`config.mk`:
```
export PLATFORM = sky130hd
export DESIGN_NAME = mdio_master
export DESIGN_NICKNAME = d
export VERILOG_FILES = /design/src/rtl/mdio_pkg.sv /design/src/rtl/mdio_clkgen.sv /design/src/rtl/mdio_host_regs.sv /design/src/rtl/mdio_frame_seq.sv /design/src/rtl/mdio_master.sv
export SDC_FILE = /design/constraint.sdc
export NUM_CORES = 1
export LEC_CHECK = 0
export ABC_AREA = 1
export BUFFER_PORTS_ARGS = -buffer_cell sky130_fd_sc_hd__buf_2
export CAP_MARGIN = 10
export CELL_PAD_IN_SITES_DETAIL_PLACEMENT = 1
export CELL_PAD_IN_SITES_GLOBAL_PLACEMENT = 2
export CORE_MARGIN = 2
export CORE_UTILIZATION = 33
export CTS_BUF_LIST = sky130_fd_sc_hd__clkbuf_16
export DETAILED_ROUTE_END_ITERATION = 8
export GPL_TIMING_DRIVEN = 0
export MAX_ROUTING_LAYER = met4
export PLACE_DENSITY_LB_ADDON = 0.05
export SLEW_MARGIN = 20
export SYNTH_ARGS = -nofsm -noshare
export SYNTH_HDL_FRONTEND = slang
export SYNTH_SLANG_ARGS = --single-unit
```
`constraint.sdc`:
```
create_clock -name clk -period 1.95 [get_ports clk]
set_input_delay 0.0975 -clock clk [delete_from_list [all_inputs] [get_ports clk]]
set_output_delay 0.0975 -clock clk [all_outputs]
set_load 0.05 [all_outputs]
```
`src/rtl/mdio_pkg.sv`:
```
package mdio_pkg;
  localparam int ADDR_W     = 5;
  localparam int DATA_W     = 16;
  localparam int PRE_BITS   = 32;
  localparam int FRAME_BITS = PRE_BITS + 2 + 2 + 2*ADDR_W + 2 + DATA_W;
  localparam int TA_FIRST   = FRAME_BITS - DATA_W - 2;
  localparam int DATA_FIRST = FRAME_BITS - DATA_W;
  localparam int IDX_W      = $clog2(FRAME_BITS);

  typedef struct packed {
    logic              rd;
    logic [ADDR_W-1:0] phy;
    logic [ADDR_W-1:0] regad;
  } mdio_cmd_t;

  // Whole frame, first bit on the wire in the top position.
  function automatic logic [FRAME_BITS-1:0] build_frame(mdio_cmd_t c, logic [DATA_W-1:0] wd);
    logic [1:0] opc;
    logic [DATA_W-1:0] fld;
    opc = c.rd ? 2'b10 : 2'b01;
    fld = c.rd ? '0 : wd;
    return {{PRE_BITS{1'b1}}, 2'b01, opc, c.phy, c.regad, 2'b10, fld};
  endfunction
endpackage

```
`src/rtl/mdio_clkgen.sv`:
```
module mdio_clkgen #(
  parameter int DIV_HALF = 30
) (
  input  logic clk,
  input  logic rst,
  input  logic run,
  output logic mdc,
  output logic rise_stb,
  output logic fall_stb
);
  localparam int CW = (DIV_HALF > 1) ? $clog2(DIV_HALF) : 1;
  localparam logic [CW-1:0] LAST = CW'(DIV_HALF - 1);

  logic [CW-1:0] cnt;
  logic          ph;
  logic          wrap;

  assign wrap = run && (cnt == LAST);

  always_ff @(posedge clk) begin
    if (rst || !run) begin
      cnt <= '0;
      ph  <= 1'b0;
    end else if (cnt == LAST) begin
      cnt <= '0;
      ph  <= ~ph;
    end else begin
      cnt <= cnt + 1'b1;
    end
  end

  assign mdc      = ph;
  assign rise_stb = wrap && !ph;
  assign fall_stb = wrap && ph;
endmodule

```
`src/rtl/mdio_host_regs.sv`:
```
module mdio_host_regs
  import mdio_pkg::*;
(
  input  logic              clk,
  input  logic              rst,
  input  logic              ctl_we,
  input  logic              ctl_start,
  input  logic              ctl_rd,
  input  logic [ADDR_W-1:0] ctl_phy,
  input  logic [ADDR_W-1:0] ctl_reg,
  input  logic              dat_we,
  input  logic [DATA_W-1:0] dat_wdata,
  input  logic              busy,
  input  logic              fin,
  input  logic              fin_rd,
  input  logic [DATA_W-1:0] rx_data,
  output logic              start,
  output mdio_cmd_t         cmd,
  output logic [DATA_W-1:0] data_q
);
  assign start = ctl_we && ctl_start && !busy;
  assign cmd   = '{rd: ctl_rd, phy: ctl_phy, regad: ctl_reg};

  always_ff @(posedge clk) begin
    if (rst) begin
      data_q <= '0;
    end else if (fin && fin_rd) begin
      data_q <= rx_data;
    end else if (dat_we && !busy) begin
      data_q <= dat_wdata;
    end
  end
endmodule

```
`src/rtl/mdio_frame_seq.sv`:
```
module mdio_frame_seq
  import mdio_pkg::*;
(
  input  logic              clk,
  input  logic              rst,
  input  logic              start,
  input  mdio_cmd_t         cmd,
  input  logic [DATA_W-1:0] wdata,
  input  logic              rise_stb,
  input  logic              fall_stb,
  input  logic              mdio_i,
  output logic              busy,
  output logic              done,
  output logic              mdio_o,
  output logic              mdio_oe,
  output logic              fin,
  output logic              fin_rd,
  output logic [DATA_W-1:0] rx_data
);
  localparam logic [IDX_W-1:0] LAST_IDX = IDX_W'(FRAME_BITS - 1);

  logic [FRAME_BITS-1:0] sr;
  logic [IDX_W-1:0]      bidx;
  logic                  is_rd;
  logic                  oe_q;
  logic                  busy_q;
  logic                  done_q;
  logic [DATA_W-1:0]     rx;

  assign fin    = busy_q && fall_stb && (bidx == LAST_IDX);
  assign fin_rd = is_rd;

  always_ff @(posedge clk) begin
    if (rst) begin
      sr     <= '0;
      bidx   <= '0;
      is_rd  <= 1'b0;
      oe_q   <= 1'b0;
      busy_q <= 1'b0;
      done_q <= 1'b0;
      rx     <= '0;
    end else begin
      done_q <= 1'b0;
      if (start) begin
        sr     <= build_frame(cmd, wdata);
        bidx   <= '0;
        is_rd  <= cmd.rd;
        oe_q   <= 1'b1;
        busy_q <= 1'b1;
      end else if (busy_q) begin
        if (rise_stb && is_rd && (int'(bidx) >= DATA_FIRST)) begin
          rx <= {rx[DATA_W-2:0], mdio_i};
        end
        if (fall_stb) begin
          if (bidx == LAST_IDX) begin
            busy_q <= 1'b0;
            done_q <= 1'b1;
            oe_q   <= 1'b0;
            sr     <= '0;
          end else begin
            bidx <= bidx + 1'b1;
            sr   <= {sr[FRAME_BITS-2:0], 1'b0};
            oe_q <= !(is_rd && (int'(bidx) + 1 >= TA_FIRST));
          end
        end
      end
    end
  end

  assign busy    = busy_q;
  assign done    = done_q;
  assign mdio_o  = sr[FRAME_BITS-1];
  assign mdio_oe = oe_q;
  assign rx_data = rx;
endmodule

```
`src/rtl/mdio_master.sv`:
```
module mdio_master
  import mdio_pkg::*;
#(
  parameter int DIV_HALF = 30
) (
  input  logic              clk,
  input  logic              rst,
  input  logic              ctl_we,
  input  logic              ctl_start,
  input  logic              ctl_rd,
  input  logic [ADDR_W-1:0] ctl_phy,
  input  logic [ADDR_W-1:0] ctl_reg,
  input  logic              dat_we,
  input  logic [DATA_W-1:0] dat_wdata,
  output logic [DATA_W-1:0] rd_data,
  output logic              busy,
  output logic              done,
  output logic              mdc,
  input  logic              mdio_i,
  output logic              mdio_o,
  output logic              mdio_oe
);
  logic              start;
  mdio_cmd_t         cmd;
  logic              rise_stb;
  logic              fall_stb;
  logic              fin;
  logic              fin_rd;
  logic [DATA_W-1:0] rx_data;

  mdio_host_regs u_regs (
    .clk(clk), .rst(rst),
    .ctl_we(ctl_we), .ctl_start(ctl_start), .ctl_rd(ctl_rd),
    .ctl_phy(ctl_phy), .ctl_reg(ctl_reg),
    .dat_we(dat_we), .dat_wdata(dat_wdata),
    .busy(busy), .fin(fin), .fin_rd(fin_rd), .rx_data(rx_data),
    .start(start), .cmd(cmd), .data_q(rd_data)
  );

  mdio_clkgen #(.DIV_HALF(DIV_HALF)) u_clk (
    .clk(clk), .rst(rst), .run(busy),
    .mdc(mdc), .rise_stb(rise_stb), .fall_stb(fall_stb)
  );

  mdio_frame_seq u_seq (
    .clk(clk), .rst(rst), .start(start), .cmd(cmd), .wdata(rd_data),
    .rise_stb(rise_stb), .fall_stb(fall_stb), .mdio_i(mdio_i),
    .busy(busy), .done(done), .mdio_o(mdio_o), .mdio_oe(mdio_oe),
    .fin(fin), .fin_rd(fin_rd), .rx_data(rx_data)
  );
endmodule

```
# Word-level counts from Yosys, hierarchy flattened
# Index checks and enable logic that the tools add are counted.
[classes]
eq_ne = 2
add_sub_neg = 3
n_lt_le_gt_ge = 2
n_reduce_logical = 26
muxes = 17
n_bitwise = 5
[ops]
columns = ["operator", "n"]
rows = [
  ["2-to-1 mux 64 bit", 4],
  ["2-to-1 mux 16 bit", 3],
  ["greater-or-equal comparator 32 x 7 -> 1 bit, second input constant", 1],
  ["logical AND 1 bit", 12],
  ["2-to-1 mux 1 bit", 9],
  ["adder 6 x 1 -> 7 bit, second input constant", 1],
  ["adder 6 x 1 -> 6 bit, second input constant", 1],
  ["== test 6 bit, second input constant", 1],
  ["greater-or-equal comparator 6 bit, second input constant", 1],
  ["AND reduction 3 bit", 2],
  ["nonzero test 2 bit", 3],
  ["adder 5 x 1 -> 5 bit, second input constant", 1],
  ["== test 5 bit, second input constant", 1],
  ["inverter 1 bit", 5],
  ["AND reduction 2 bit", 2],
  ["OR reduction 2 bit", 2],
  ["OR reduction 4 bit", 1],
  ["zero test 1 bit", 3],
  ["2-to-1 mux 2 bit", 1],
  ["logical OR 1 bit", 1],
]
[totals]
output_inout_bits = 21
inputBits = 33
word_cells = 66
reg_bits = 112

# Depth between registers and ports, before layout
[depth]
ltp_word = 8
depth_mapped = 12
mapped_depth_nobuf = 11

# Hierarchy
# A second synthesis with hierarchy kept.
[hier_totals]
cells_unflattened = 666
area_unflattened_um2 = 4828.4
[modules_own_cells]
columns = ["mod", "instances", "cells_each", "seq_area_each_um2", "area_per_inst_um2"]
rows = [
  ["mdio_frame_seq", 1, 458, 1801.7, 3493.4],
  ["mdio_host_regs", 1, 170, 320.3, 1036.0],
  ["mdio_clkgen", 1, 38, 120.1, 299.0],
]

# Worst setup path after synthesis
# Ideal clock, no wire load.
[synth_path]
kind = "register to register"
startpoint = "reg u_seq.busy_q (netlist: u_seq.busy)"
endpoint = "reg u_seq.sr[17]"
stages_incl_launch_ff = 10
required_time_ps = 1840
synth_period_minus_slack_ps = 1752
setup_time_ps = 110
path_buffers = 2
path_slack_ps = 198
arrival_ps = 1642
path_cell_list = "dfxtp_1 inv_1 nand3_1 inv_1 buf_2 buf_2 a21oi_1 nand2_1 nand2_1 inv_1"
[synth_via]
elab_chain_cells = 4
elab_cells_between_ends = 8
cone_classes = "mux (1); reduce/logical (7)"
[synth_lines]
columns = ["element", "line_no", "source"]
rows = [
  ["start, declared", "mdio_frame_seq.sv:26", "logic busy_q;"],
  ["start signal, assigned", "mdio_frame_seq.sv:39", "busy_q <= 1'b0;"],
  ["start signal, assigned", "mdio_frame_seq.sv:49", "busy_q <= 1'b1;"],
  ["start signal, assigned", "mdio_frame_seq.sv:56", "busy_q <= 1'b0;"],
  ["zero test 1 bit / logical AND 1 bit (equally long branches)", "mdio_host_regs.sv:21, mdio_clkgen.sv:18", ""],
  ["logical AND 1 bit, on equally long branches", "mdio_host_regs.sv:21, mdio_clkgen.sv:34", ""],
  ["nonzero test 2 bit (no source line)", "--", ""],
  ["AND reduction 2 bit (no source line)", "--", ""],
  ["end signal, assigned", "mdio_frame_seq.sv:45", "sr <= build_frame(cmd, wdata);"],
  ["end signal, assigned", "mdio_frame_seq.sv:62", "sr <= {sr[FRAME_BITS-2:0], 1'b0};"],
  ["end, declared", "mdio_frame_seq.sv:22", "logic [FRAME_BITS-1:0] sr;"],
]
# Several ways; a longest one is shown, not always the timed one.
# A chain may end at the register's enable or synchronous reset.

# Worst setup path in the final report
[layout_path]
startpoint = "reg u_clk.cnt[1]"
endpoint = "reg u_seq.sr[4]"
[layout_via]
elab_chain_cells = 5
[layout_lines]
columns = ["element", "line_no", "source"]
rows = [
  ["start, declared", "mdio_clkgen.sv:14", "logic [CW-1:0] cnt;"],
  ["start signal, assigned", "mdio_clkgen.sv:28", "cnt <= cnt + 1'b1;"],
  ["== test 5 bit", "mdio_clkgen.sv:18", "assign wrap = run && (cnt == LAST);"],
  ["logical AND 1 bit", "mdio_clkgen.sv:18", ""],
  ["logical AND 1 bit", "mdio_clkgen.sv:34", "assign fall_stb = wrap && ph;"],
  ["nonzero test 2 bit (no source line)", "--", ""],
  ["AND reduction 2 bit (no source line)", "--", ""],
]
# Every way passes these cells.

==> results.py <==
metrics = {
    "pwr": {
        "ir_worst_vdd_uv": 406,
        "clockPowerShare_pct": 39.8,
        "powerDensity_nw_per_um2": 863,
        "switchingPower_uw": 1240,
        "leakage_uw": 0.00264,
        "p_int_uw": 3650,
        "seq_power_share_pct": 50.3,
        "switching_share_pct": 25.3,
        "p_comb_share_pct": 9.9,
    },
    "synthesis": {
        "yosysUniqueCellTypes": 26,
        "synth-async-reset-ratio_pct": 0,
        "synth_edf_count": 0,
        "yosys_warnings": 0,
        "synthCells": 678,
        "synth_area_per_cell_um2": 7.03,
        "syn_area_um2": 4770,
        "yosys.area.top_type": "dfxtp_1",
        "ys_seq_elements": 112,
        "synth_top_area_share_pct": 47.0,
        "seq_area_frac_synth_pct": 47.0,
        "synth_most_common_cell": "nand2_1",
        "synth_common_cells": "nand2_1, dfxtp_1, a21oi_1, inv_1, nand3_1",
        "synth_area_leaders": "dfxtp_1, nand2_1, a21oi_1",
        "synth_nets": 715,
        "synthFlopType": "dfxtp_1",
    },
    "timing": {
        "setup_viol": 0,
        "worstMarginPinSlew_ns": 0.612,
        "skew_ns": 0.00828,
        "layout_min_cycle_time_ns": 1.80,
        "slew_headroom_pct": 59.2,
        "timing.final.crit_share_pct": 92.1,
        "finalWorstSetupSlack_ns": 0.153,
        "grt_setup_unrepaired": "yes",
        "hold_viol_final": 0,
        "hold_ws_ns": 0.0343,
        "fmax_mhz": 557,
        "slew_viol_final": 0,
    },
    "clock_tree": {
        "tritoncts": "yes",
        "clock-sinks": 112,
        "cts_root_buf": "clkbuf_16",
        "htreeDepth": 3,
        "clk_latency_ns": 0.36,
        "cts.clk_slew.worst_paths_ns": 0.07,
        "cts_buffers": 9,
        "clockBufferDepth": 2,
    },
    "placement": {
        "gp_congestion": 0.780,
        "portBuffers": 52,
        "pre_cts_slack_ns": -0.0796,
        "hpwl_um": 9800,
        "dpl_cell_area_um2": 5260,
    },
    "layout": {
        "syn_to_final_growth_pct": 18.9,
        "nets": 784,
        "num_antenna_cells": 0,
        "drive_gt1_share_pct": 14.2,
        "stdcell_area_um2": 5670,
    },
    "global_route": {
        "use_met1_pct": 23.6,
        "grtUsageMet3_pct": 3.92,
        "grt_pass1_wl_um": 22500,
        "grt_use_total_pct": 18.4,
        "grt_pass1_vias": 4506,
        "grt-ovfl-total": 0,
        "grt_antenna_before_repair": 0,
        "grt_busiest_layer": "met2",
        "grt_max_degree": 17,
        "grt_use_met2_pct": 29.7,
    },
    "setup_path": {
        "timing.critical_path.fanout_max": 10,
        "worstPathRequired_ns": 2.20,
        "end_kind": "flip-flop",
        "crit_path_start_kind": "flip-flop",
        "cp.arrival_ns": 2.04,
        "crit_type": "reg2reg",
    },
    "detailed_routing": {
        "wire_per_inst_um": 14.2,
        "ant_nets": 0,
        "dr.pass1.iters": 4,
        "drtIter0Drc": 180,
        "drt-total-wl_um": 13300,
        "vias": 4481,
        "viasPerCell": 4.81,
        "drc": 0,
    },
    "die": {
        "ios": 54,
        "die_x_um": 124,
        "start_util_pct": 34.1,
        "die_height_um": 124,
        "rows": 43,
        "core-area_um2": 14000,
        "die_area_um2": 15400,
    },
    "worst_hold_path": {
        "hp-class": "in2reg",
    },
    "status": {
        "status": "completed",
    },
    "job": {
        "drv_cap": 0,
    },
}
power by group through the flow:
stage	sequential, uW	combinational (uW)	clock, uW
5_1_grt	2470	552	2120
3_3_place_gp	2510	471	0
2_1_floorplan	2580	255	0
4_1_cts	2460	490	2020
3_5_place_dp	2510	486	0
6_report	2460	486	1950
stage by stage:
| stage | power (uW) | cells | setup TNS, ns | utilization [%] |
|---|---|---|---|---|
| 2_1_floorplan | 2830 | 678 | 0 | - |
| 5_1_grt | 5140 | 932 | -0.0385 | 40.5 |
| 3_5_place_dp | 3000 | 910 | -0.588 | 37.6 |
| 3_3_place_gp | 2980 | 910 | 0 | 37.6 |
| 4_1_cts | 4970 | 930 | 0 | 40.2 |
| 6_report | 4890 | 932 | 0 | 40.5 |
flip-flops by register name, indices dropped and copies added, names as in the netlist:
register and flops:
u_clk.cnt 5, u_clk.mdc 1, u_regs.data_q 16, u_seq.bidx 6, u_seq.busy 1, u_seq.done 1
u_seq.fin_rd 1, u_seq.mdio_oe 1, u_seq.rx_data 16, u_seq.sr 64
what timing repair did:
item | CTS | global route
gates resized for setup | 4 | 16
endpoints found under the setup margin | 40 | 79
buffers inserted | 3 | 2
hold endpoints to repair | 1 | 0
pin swaps | 1 | 3
hold buffers | 1 | 0
final cells by class:
type,count,area [um2]
Clock inverter,7,80.1
Multi-Input combinational cell,456,2100
Inverter,72,270
Timing Repair Buffer,58,320
Fill cell,1835,8320
Clock buffer,9,225
Sequential cell,112,2250
Buffer,38,204
Tap cell,180,225
critical path, stage by stage (launching register included):
cell      delay [ns]
dfxtp_1         0.33
inv_1           0.06
ha_1            0.14
nand2_1         0.09
nor2_4          0.15
nand3_4         0.18
nand2_8         0.15
inv_2           0.11
clkbuf_4        0.21
a21oi_1         0.17
a21oi_1         0.09
per-layer routing:
layer	routed length [um]	vias up	part of all wire [%]
li1	-	2288	-
met1	6460	2128	49
met2	6340	55	48
met3	368	10	2.8
met4	108	0	0.81
met5	0	-	0
cells by family after synthesis:
group	after synthesis	share of synthesized area (%)
AOI/OAI and AO/OA	130	13.9
xor gates and xnor gates	3	0.551
adders and majority gates	4	1.05
buffers and inverters	110	9.57
DFF	112	47.0
and+or+nand+nor	319	27.9
worst paths after layout:
kind / from / endpoint / slack (ns) / depth (start not counted)
setup / recovery: u_clk.cnt[1] / u_seq.sr[4] / 0.15 / 10
hold / removal: ctl_reg[2] / u_seq.sr[20] / 0.03 / 5
setup reg to reg: u_clk.cnt[1] / u_seq.sr[4] / 0.15 / 10
hold reg to reg: u_clk.cnt[0] / u_clk.cnt[0] / 0.45 / 1
cells in the final DEF (no fill, tap or decap), types with 9 or more instances in the layout:
cell type	synthesis	final
a21oi_1	93	93
buf_2	14	61
buf_4	3	10
clkbuf_1	18	17
clkbuf_16	0	9
dfxtp_1	112	109
inv_1	69	72
nand2_1	213	213
nand3_1	54	52
nor2_1	40	40
o21ai_0	27	27
No activity file was read; power rests on OpenSTA's default activity.
